File: src/rtl/tpe_pkg.sv
package tpe_pkg;
  localparam int unsigned TPE_W = 18;
  localparam logic [TPE_W-1:0] TPE_MASK = 18'h00801;

  typedef enum logic [2:0] {
    TPE_OFF    = 3'd0,
    TPE_PSA    = 3'd1,
    TPE_PRPG   = 3'd2,
    TPE_COUNT  = 3'd3,
    TPE_TOGGLE = 3'd4
  } tpe_mode_e;
endpackage

File: src/rtl/tpe_rst_sync.sv
module tpe_rst_sync (
  input  logic clk,
  input  logic arst_n,
  output logic rst_n
);
  logic s1_q;
  logic s2_q;

  always_ff @(posedge clk or negedge arst_n) begin
    if (!arst_n) begin
      s1_q <= 1'b0;
      s2_q <= 1'b0;
    end else begin
      s1_q <= 1'b1;
      s2_q <= s1_q;
    end
  end

  assign rst_n = s2_q;
endmodule

File: src/rtl/tpe_galois.sv
module tpe_galois #(
  parameter int unsigned W = 18,
  parameter logic [W-1:0] MASK = 18'h00801
) (
  input  logic [W-1:0] cur,
  output logic [W-1:0] nxt
);
  logic fb;
  assign fb = cur[W-1];

  assign nxt[0] = fb & MASK[0];
  for (genvar i = 1; i < W; i++) begin : g_tap
    assign nxt[i] = cur[i-1] ^ (fb & MASK[i]);
  end
endmodule

File: src/rtl/tpe_next.sv
module tpe_next
  import tpe_pkg::*;
#(
  parameter int unsigned W = TPE_W,
  parameter logic [W-1:0] MASK = TPE_MASK
) (
  input  tpe_mode_e    mode,
  input  logic [W-1:0] cur,
  input  logic [W-1:0] pins,
  input  logic         armed,
  output logic [W-1:0] nxt,
  output logic         valid
);
  logic [W-1:0] gal;

  tpe_galois #(.W(W), .MASK(MASK)) u_gal (
    .cur (cur),
    .nxt (gal)
  );

  always_comb begin
    nxt   = cur;
    valid = 1'b1;
    case (mode)
      TPE_PSA:    nxt = gal ^ pins;
      TPE_PRPG:   nxt = (cur == '0) ? '1 : gal;
      TPE_COUNT:  nxt = cur + W'(1);
      TPE_TOGGLE: nxt = armed ? ~cur : pins;
      default:    valid = 1'b0;
    endcase
  end
endmodule

File: src/rtl/tpe_top.sv
module tpe_top
  import tpe_pkg::*;
#(
  parameter int unsigned W = TPE_W,
  parameter logic [W-1:0] MASK = TPE_MASK
) (
  input  logic         tck,
  input  logic         trst_n,
  input  logic         run_idle,
  input  logic         shift_dr,
  input  logic [2:0]   mode,
  input  logic         tdi,
  input  logic [W-1:0] data_in,
  output logic         tdo,
  output logic [W-1:0] pat_out
);
  localparam logic [W-1:0] ALL_ONES = '1;

  logic         rst_n_i;
  tpe_mode_e    mode_m;
  logic [W-1:0] pat_q, pat_d, step_val;
  logic         armed_q, armed_d;
  logic         mode_ok, step, pat_en;

  assign mode_m = tpe_mode_e'(mode);

  tpe_rst_sync u_rst (
    .clk    (tck),
    .arst_n (trst_n),
    .rst_n  (rst_n_i)
  );

  tpe_next #(.W(W), .MASK(MASK)) u_next (
    .mode  (mode_m),
    .cur   (pat_q),
    .pins  (data_in),
    .armed (armed_q),
    .nxt   (step_val),
    .valid (mode_ok)
  );

  // next-state
  always_comb begin
    step   = run_idle & mode_ok & ~shift_dr;
    pat_en = shift_dr | step;
    if (shift_dr) pat_d = {tdi, pat_q[W-1:1]};
    else          pat_d = step_val;
    if (mode_m != TPE_TOGGLE) armed_d = 1'b0;
    else                      armed_d = armed_q | step;
  end

  // registers
  always_ff @(posedge tck or negedge rst_n_i) begin
    if (!rst_n_i) begin
      pat_q   <= '0;
      armed_q <= 1'b0;
    end else begin
      if (pat_en) pat_q <= pat_d;
      armed_q <= armed_d;
    end
  end

  assign pat_out = pat_q;
  assign tdo     = pat_q[0];

  AST_SHIFT_PATH: assert property (@(posedge tck) disable iff (!rst_n_i)
    shift_dr |=> (pat_q[W-2:0] == $past(pat_q[W-1:1])) && (pat_q[W-1] == $past(tdi)));
  AST_SHIFT_WINS: assert property (@(posedge tck) disable iff (!rst_n_i)
    (shift_dr && run_idle) |=> pat_q[W-2:0] == $past(pat_q[W-1:1]));
  AST_HOLD_QUIET: assert property (@(posedge tck) disable iff (!rst_n_i)
    (!shift_dr && !run_idle) |=> $stable(pat_q));
  AST_PRPG_NONZERO: assert property (@(posedge tck) disable iff (!rst_n_i)
    (run_idle && !shift_dr && mode_m == TPE_PRPG) |=> pat_q != '0);
  AST_COUNT_WRAP: assert property (@(posedge tck) disable iff (!rst_n_i)
    (run_idle && !shift_dr && mode_m == TPE_COUNT && pat_q == ALL_ONES) |=> pat_q == '0);
  AST_TOGGLE_INV: assert property (@(posedge tck) disable iff (!rst_n_i)
    (run_idle && !shift_dr && mode_m == TPE_TOGGLE && armed_q) |=> pat_q == ~$past(pat_q));
endmodule

File: config.mk
export PLATFORM = sky130hd
export DESIGN_NAME = tpe_top
export DESIGN_NICKNAME = d
export VERILOG_FILES = /design/src/rtl/tpe_pkg.sv /design/src/rtl/tpe_rst_sync.sv /design/src/rtl/tpe_galois.sv /design/src/rtl/tpe_next.sv /design/src/rtl/tpe_top.sv
export SDC_FILE = /design/constraint.sdc
export NUM_CORES = 1
export LEC_CHECK = 0
export BUFFER_PORTS_ARGS = -buffer_cell sky130_fd_sc_hd__clkbuf_2
export CAP_MARGIN = 20
export CORE_MARGIN = 2
export CORE_UTILIZATION = 57
export CTS_BUF_LIST = sky130_fd_sc_hd__clkbuf_16
export DETAILED_ROUTE_END_ITERATION = 6
export GPL_TIMING_DRIVEN = 0
export PLACE_DENSITY = 0.89
export SLEW_MARGIN = 20
export SYNTH_ARGS = -nofsm -noshare
export SYNTH_HDL_FRONTEND = slang
export SYNTH_SLANG_ARGS = --single-unit
File: constraint.sdc
create_clock -name tck -period 0.8 [get_ports tck]
set_clock_uncertainty 0.05 [all_clocks]
set_input_delay 0 -clock tck [delete_from_list [all_inputs] [get_ports tck]]
set_output_delay 0 -clock tck [all_outputs]
set_load 0.01 [all_outputs]
# Word level (Yosys, flattened, before mapping)
# Index checks and enable logic that the tools add are counted.
totals:
  reg_bits: 21
  out_inout_bits: 19
  input_bits: 26
  word_cells: 28
classes:
  mux: 6
  add_sub_neg: 1
  reduce_logical: 4
  bitwise: 8
  n_eq_ne: 5
op_table:
  columns: ["cell", "n"]
  rows:
  - ["18-bit case mux with 4 select lines", 1]
  - ["18-bit 2-to-1 mux", 3]
  - ["18-bit by 1-bit adder with 18-bit output (second input constant)", 1]
  - ["18-bit zero test", 1]
  - ["18-bit NOT", 1]
  - ["18-bit bitwise XOR", 1]
  - ["3-bit by 2-bit equality test with 1-bit output (second input constant)", 2]
  - ["5-bit nonzero test", 1]
  - ["4-bit OR reduction", 1]
  - ["3-bit by 1-bit equality test with 1-bit output (second input constant)", 1]
  - ["3-bit equality test (second input constant)", 1]
  - ["3-bit != test (second input constant)", 1]
  - ["1-bit bitwise AND", 2]
  - ["1-bit 2-to-1 mux", 2]
  - ["1-bit OR", 2]
  - ["2-bit AND reduction", 1]
  - ["1-bit NOT", 1]
  - ["1-bit bitwise XOR", 1]

# Logic depth before layout (Yosys ltp)
# Gate-level depths: netlist of run 1.
logic_depth:
  word_depth: 7
  ltp_mapped: 8
  depth_no_buf: 6

# Hierarchy
# Synthesis of run 1 repeated with hierarchy kept, for this count alone.
hier_totals:
  hier_cells: 389
  area_unflattened_um2: 2916.5
modules_own_cells:
  columns: ["mod", "n_inst", "area_per_inst_um2", "cells_per_inst", "seq_area_each_um2"]
  rows:
  - ["tpe_next", 1, 1610.3, 260, 0.0]
  - ["tpe_top", 1, 1116.1, 108, 475.5]
  - ["tpe_galois", 1, 136.4, 18, 0.0]
  - ["tpe_rst_sync", 1, 53.8, 3, 50.0]

# Least setup slack after synthesis of run 1
# OpenSTA, ideal clock, no wires.
synth_path:
  path_type: "reg2reg"
  from: "register pat_q[0] (netlist: pat_out[0])"
  to: "register pat_q[17] (netlist: pat_out[17])"
  synth_period_minus_slack_ns: 1.821
  path_slack_ns: -1.021
  required_time_ns: 0.611
  n_path_buf: 2
  path_stages_with_launch: 8
  t_arrival_ns: 1.632
  setup_ns: 0.139
  cell_sequence: "dfrtp_1 buf_2 nand3_1 or3_1 clkbuf_1 o31a_1 o21ai_1 a31oi_1"
synth_between:
  elab_chain_len: 4
  word_cells_on_any_way: 5
  cone_classes: "add/sub: 1; mux: 3; reduce/logical: 1"
synth_rtl:
  columns: ["item", "line_no", "source"]
  rows:
  - ["start, declared", "tpe_top.sv:21", "logic [W-1:0] pat_q, pat_d, step_val;"]
  - ["start signal, assigned", "tpe_top.sv:58", "if (pat_en) pat_q <= pat_d;"]
  - ["parallel branches: the longest is 2 deep, another holds 18-bit by 1-bit adder with 18-bit output", null, null]
  - ["18-bit case mux with 4 select lines *", "tpe_next.sv:24", "case (mode)"]
  - ["18-bit 2-to-1 mux *", "tpe_top.sv:46", "if (shift_dr) pat_d = {tdi, pat_q[W-1:1]};"]
# Every way passes the cells marked *.
# A chain may end at the register's enable or synchronous reset.

# Worst setup path after layout of run 1
layout_path:
  from: "register pat_q[12] (netlist: pat_out[12])"
  to: "register pat_q[12] (netlist: pat_out[12])"
layout_between:
  elab_chain_len: 4
  word_cells_on_any_way: 7
  cone_classes: "add/sub: 1; mux: 4; bitwise: 1; reduce/logical: 1"
layout_rtl:
  columns: ["item", "line_no"]
  rows:
  - ["parallel branches: the longest is 2 deep, another holds 18-bit by 1-bit adder with 18-bit output", null]
  - ["18-bit case mux with 4 select lines *", "tpe_next.sv:24"]
  - ["18-bit 2-to-1 mux *", "tpe_top.sv:46"]
# Marked as above.

==> run metrics, run 1 <==
Max Cap Viol 0; Setup CP Type reg -> reg; Area Growth Syn to Fin 47.6%; final instance area 3650 sq um; required time worst endpoint 0.95 ns; Slew Viols, Final 0; Placed Area 2880 sq um; commonest cells in the netlist nand2_1, o21ai_0, nor2_1; Inserted Clock Buffers 3; Final nets 461; clk sinks 21; Post-synth EDFFs 0; total global routing track utilization 0.397; Core Box Area roughly 4100 sq um; number of antenna violations at the first check in global routing 0; ANT nets after route 0; mux cell area share after synthesis 0.0121; Final Hold Viols 2; H-tree lvl count 1; Reg area 536 sq um; Synth top area share 0.212; CP endpoint kind flip-flop; Mean Syn Cell Area 7.21 sq um; CTS tree done; area of the multi-input gates between 1500 and 2000 sq um; Die Wd 69.9 um; vias in the first global route 3,147; dominant cell type by area after synthesis dfrtp_1; status finished with violations; largest net degree at the start of global routing 20; Synth cell types 62; number of DRC markers in iteration 0 864; Die Ht 69.9 um; setup violators final 38; first-pass iteration count of the detailed router 7; Post-Syn Nets 371; die area 4880 sq um; Power Density 1840 nW/um^2; n_diodes 0; post-synthesis cell count 343; starting density of the core 0.605; Worst EP arrival roughly 2.2 ns; first-pass GRT wire length 15.4 mm; failing checks design-rule violations, negative hold slack, negative setup slack; worst-case vdd ir drop 1.18 mV; DRC viols 2; GP Congestion 0.992; Slowest-stage cell, CP dfrtp_1; leak pwr around 1.5 nW; Area contributors post-synth dfrtp_1, o21ai_0, nand2_1; port bufs 43; clk slew on worst S/H paths 0.07 ns; Clk Latency, worst-skew pair 0.27 ns; Synth Flop Type dfrtp_1; Clock Path Buffers 2; Compound-Gate Fraction of Synth Area 0.309; layout cells sized above 1 0.398; Post-Route Setup TNS -22.38 ns; startpoint class of the critical path flip-flop; placed insts 436; pre-CTS setup slack -1.09 ns; fin crit period 2.01 ns; Critical Path Fanout Max 7; post-synthesis async set-or-reset flop share 1.00; I/O pin count 45; Avg Vias per Cell between 7 and 8; main combinational cell family by area after synthesis compound AO/OA/AOI/OAI gates; Yosys reg bits 21; Slew HR 0.387; fillers 182; Seq/Total Area, Yosys 0.212; mean routed wirelength per cell roughly 26 um; area of the mapped netlist about 2500 sq um; root buf cell clkbuf_16; Post-Synth Adder-Cell Area 0.0101; XOR/XNOR Fraction of Synth Area 0.0744; worst hold margin -0.00380 ns; total power approximately 6.7 mW; slack of the critical path -1.21 ns; RSZ-0062 raised after global routing true; Hold WC Path Type in -> async; number of synthesis warnings 0; post-DP HPWL 6.26 mm; simple-gate area share of the yosys netlist 0.278; pin slew with the least headroom to its limit approximately 0.92 ns; grt total ovfl 0; total number of vias 3,790; Post-Route WL 12.5 mm; Post-Layout Cell Count 482; worst-path cell chain buf_6 -> nor4_4 -> nand4_1 -> nor2_4 -> buf_6 -> o21ai_2 -> nand4_1; top-count cell post-synth nand2_1; final critical-path share of the clock period 2.52; # rows 23; Max Fclk 497 MHz; CP peak stage delay 0.39 ns
final timing paths:
path / from / to / slack, ns / depth (start not counted)
worst max-delay path: pat_out[12] / pat_out[12] / -1.21 / 7
worst min-delay path: trst_n / u_rst.s1_q / -0.004 / 2
worst max register to register: pat_out[12] / pat_out[12] / -1.21 / 7
worst min register to register: u_rst.rst_n / pat_out[4] / 0.21 / 0
max in group asynchronous: u_rst.rst_n / pat_out[0] / 0.09 / 0
min in group tck: data_in[8] / pat_out[8] / 0.07 / 3
cells by family after synthesis:
family / Yosys count
AND/OR/NAND/NOR: 130
AO/OA/AOI/OAI: 115
buffers and inverters: 50
XOR/XNOR: 21
flip-flops: 21
multiplexers: 3
adder cells (fa/ha/maj): 2
other: 1
critical path, delay by kind of cell (launching register included):
| kind | cells | cell delay [ns] |
|---|---|---|
| simple gates | 4 | 1.11 |
| flops | 1 | 0.39 |
| buf+inv | 2 | 0.32 |
| compound gates | 1 | 0.06 |
area by class of cell:
| type | count | area share |
|---|---|---|
| multi-input cells | 272 | 0.537 |
| inverters | 10 | 0.0130 |
| well taps | 50 | 0.0171 |
| clock inverters | 1 | 0.00103 |
| repair buffers | 87 | 0.180 |
| plain buffers | 38 | 0.0846 |
| flip-flops and latches | 21 | 0.147 |
| clock buffers | 3 | 0.0206 |
routing by layer:
layer | up-vias | part of all wire | global-route usage
met4 | 0 | 0.12 | 0.280
li1 | 1445 | - | -
met3 | 193 | 0.16 | 0.0664
met1 | 1674 | 0.32 | 0.496
met5 | - | 0 | 0
met2 | 478 | 0.41 | 0.619
metrics by stage:
step	util	hold slack, ns
floorplan	-	-0.346
global placement	0.705	-0.264
detailed placement	0.705	-0.261
CTS	0.818	0.00676
global route	0.894	0.0222
finish	0.894	-0.00380
state kept, by name, summed over array words and instances (netlist names):
signal / flops
u_rst.s1_q: 1
u_rst.rst_n: 1
armed_q: 1
pat_out: 18
cells in the final DEF (no fill, tap or decap), types with 3 or more instances in the layout:
cell type | synthesis | final
o22ai_1 | 3 | 3
buf_2 | 17 | 9
nor4_4 | 0 | 5
nand2_1 | 35 | 32
dfrtp_1 | 21 | 13
inv_1 | 10 | 8
o21ai_1 | 2 | 6
clkbuf_1 | 15 | 9
a31oi_1 | 9 | 9
o211ai_1 | 7 | 7
clkbuf_16 | 0 | 3
xnor2_1 | 12 | 12
clkbuf_2 | 1 | 33
nor2_1 | 25 | 23
nand3_1 | 16 | 14
nor2b_1 | 7 | 7
mux2i_1 | 3 | 3
o31ai_1 | 3 | 3
buf_4 | 2 | 34
a21oi_1 | 20 | 19
xor2_1 | 9 | 9
nor3_1 | 9 | 6
o31a_1 | 3 | 3
nand2b_1 | 4 | 4
a221oi_1 | 4 | 4
and4_4 | 0 | 3
dfrtp_2 | 0 | 8
buf_6 | 5 | 33
a21o_1 | 3 | 3
o21ai_2 | 0 | 6
o21a_1 | 3 | 3
nand4_1 | 8 | 8
nor4_2 | 1 | 3
o21ai_0 | 30 | 20
a22oi_1 | 4 | 3
what timing repair did:
item	CTS	global route
endpoints found under the hold margin	3	0
endpoints found under the setup margin	57	38
pin swaps	15	24
hold buffers	2	0
buffers inserted	22	21
resized for setup	61	50
power by group:
group / internal, mW / switching [mW]
registers: 1.26 / 0.259
logic: 1.82 / 2.21
clock network: 0.672 / 0.513
(Power assumes the default switching activity.)
==> inputs of run 2 (changes only) <==
Settings changed: REMOVE_ABC_BUFFERS from default to 1.
==> run 2 against run 1 <==
- the run ends with design-rule violations, negative setup slack left
- highest routed layer unchanged
- worst hold slack improved by 0.0074 ns
- critical path type unchanged
- combinational power decreased by 1%
- core utilization decreased by 0.28 points
- first-iteration DRC count increased by 19%
- clock power about the same
- wire length decreased by 0.15%
- register-to-register slack improved by 0.06 ns
==> run metrics, run 2 (same netlist as run 1, synthesis figures left out) <==
met2 routed WL 5.03 mm (-1.5%); grt total ovfl 0 (unchanged); Slew HR 0.553 (+0.166); CTS tree done; FF-to-FF Start pat_out[6]; port bufs 44 (+2.3%); starting density of the core 0.605 (unchanged); Final Hold Viols 0 (-2); number of DRC markers in iteration 0 1,024 (+19%); Final nets 439 (-4.8%); setup violators final 38 (unchanged); Inserted Clock Buffers 3 (unchanged); Clock Path Buffers 2 (unchanged); die area 4880 sq um (unchanged); Clk Latency, worst-skew pair 0.26 ns (about the same); DRC viols 112 (+110); ANT nets after route 0 (unchanged); final instance area 3640 sq um (-0.31%); RSZ-0062 raised after global routing true; final critical-path share of the clock period 2.44 (-0.0745); required time worst endpoint 0.90 ns (-0.05 ns); max FFs per register 18 (unchanged); H-tree lvl count 1 (unchanged); Power Density 1870 nW/um^2 (+1.8%); GP Congestion 0.944 (-4.8%); leak pwr 1.46 nW (-2.4%); total global routing track utilization 0.391 (-0.00598); Die Wd 69.9 um (unchanged); status finished with violations; Layout Utilization 0.891 (-0.00276); Critical Path Fanout Max 7 (unchanged); cell count of the worst reg-to-reg path 6 (-1); first-pass iteration count of the detailed router 7 (unchanged); Placed Area 2540 sq um (-12%); commonest non-fill, non-tap cell in the layout buf_6; n_diodes 0 (unchanged); first-pass GRT wire length 15.4 mm (-0.22%); pre-CTS setup slack -1.54 ns (-0.456 ns); I/O pin count 45 (unchanged); Top Layer Used met4; number of antenna violations at the first check in global routing 0 (unchanged); post-DP HPWL 5.00 mm (-20%); Setup CP Type reg -> reg; fillers 188 (+3.3%); Core Box Area 4090 sq um (unchanged); Worst R2R Setup Slack -1.15 ns (+0.06 ns); placed insts 397 (-8.9%); Avg Vias per Cell 8.06 (+2.5%); CP endpoint kind flip-flop; layout cells sized above 1 0.427 (+0.0287); met3 routed WL 2.11 mm (+8.9%); most frequent cells in the layout buf_6, nand2_1, clkbuf_2; root buf cell clkbuf_16; slack of the critical path -1.15 ns (+0.0596 ns); vias in the first global route 3,003 (-4.6%); mean routed wirelength per cell 27.2 um (+4.6%); pin slew with the least headroom to its limit 0.670 ns (-0.246 ns); Hold WC Path Type in -> async; clk sinks 21 (unchanged); Max Cap Viol 0 (unchanged); reg2reg end pat_out[17]; worst-case vdd ir drop 1.31 mV (+11%); WL met1 4.20 mm (+5.3%); Max Fclk 512 MHz (+3.1%); Area Growth Syn to Fin 47.2%; failing checks design-rule violations, negative setup slack; Slew Viols, Final 0 (unchanged); Post-Layout Cell Count 460 (-4.6%); clk slew on worst S/H paths 0.07 ns (about the same); fin crit period 1.95 ns (-0.0596 ns); Die Ht 69.9 um (unchanged); total number of vias 3,709 (-2.1%); # rows 23 (unchanged); largest net degree at the start of global routing 31 (+55%); Worst EP arrival 2.06 ns (-0.10 ns); startpoint class of the critical path flip-flop; Post-Route WL 12.5 mm (-0.15%)
run 2: what timing repair did:
item                                    in CTS  in global routing
buffers inserted                            41                 23
resized for setup                           90                 75
hold buffers                                 3                  0
endpoints found under the setup margin      57                 40
hold endpoints to repair                     3                  0
pin swaps                                   21                 24
run 2: layout make-up:
| cell class | instances | area, sq um | area share |
|---|---|---|---|
| clock buffers | 3 | 75.1 | 0.0206 |
| clock inverters | 1 | 5.00 | 0.00137 |
| inverters | 10 | 40.0 | 0.0110 |
| multi-input cells | 272 | 1980 | 0.544 |
| flip-flops and latches | 21 | 553 | 0.152 |
| well taps | 50 | 62.6 | 0.0172 |
| repair buffers | 103 | 926 | 0.254 |
run 2: worst max path at each step:
stage | startpoint | to | slack, ns | depth (start not counted)
2_1_floorplan | pat_out[2] | pat_out[17] | -1.06 | 5
3_3_place_gp | mode[1] | pat_out[8] | -1.51 | 6
3_5_place_dp | mode[1] | pat_out[7] | -1.54 | 6
4_1_cts | pat_out[1] | pat_out[6] | -0.93 | 6
5_1_grt | pat_out[6] | pat_out[17] | -1.17 | 6
6_report | pat_out[6] | pat_out[17] | -1.15 | 6
run 2: where the power goes:
group	internal [mW]	switching [mW]	leakage, nW
clock	0.676	0.481	0.0409
combinational	1.91	2.05	1.19
sequential	1.28	0.426	0.228
total	3.87	2.96	1.46
run 2: through the flow:
stage | hold WS (ns) | total power, mW | TNS, ns
after floorplan | -0.346 | 2.84 | -16.30
after global routing | 0.0213 | 6.98 | -24.18
after global placement | -0.263 | 3.51 | -27.93
after detailed placement | -0.259 | 3.56 | -28.73
final | 0.00355 | 6.83 | -23.54
after CTS | 0.0687 | 5.68 | -19.51
run 2: critical path, cell delays in order (launching register included):
cell and delay (ns):
dfrtp_2 0.47, nor4_4 0.34, nand2_2 0.18, nor4_4 0.28, buf_6 0.18, nor2_4 0.07
a31oi_1 0.26
run 2: layer usage:
metal / GRT usage / up-vias
met2: 0.624 / 501
met4: 0.165 / 0
met5: 0 / -
li1: - / 1403
met3: 0.0765 / 188
met1: 0.516 / 1617
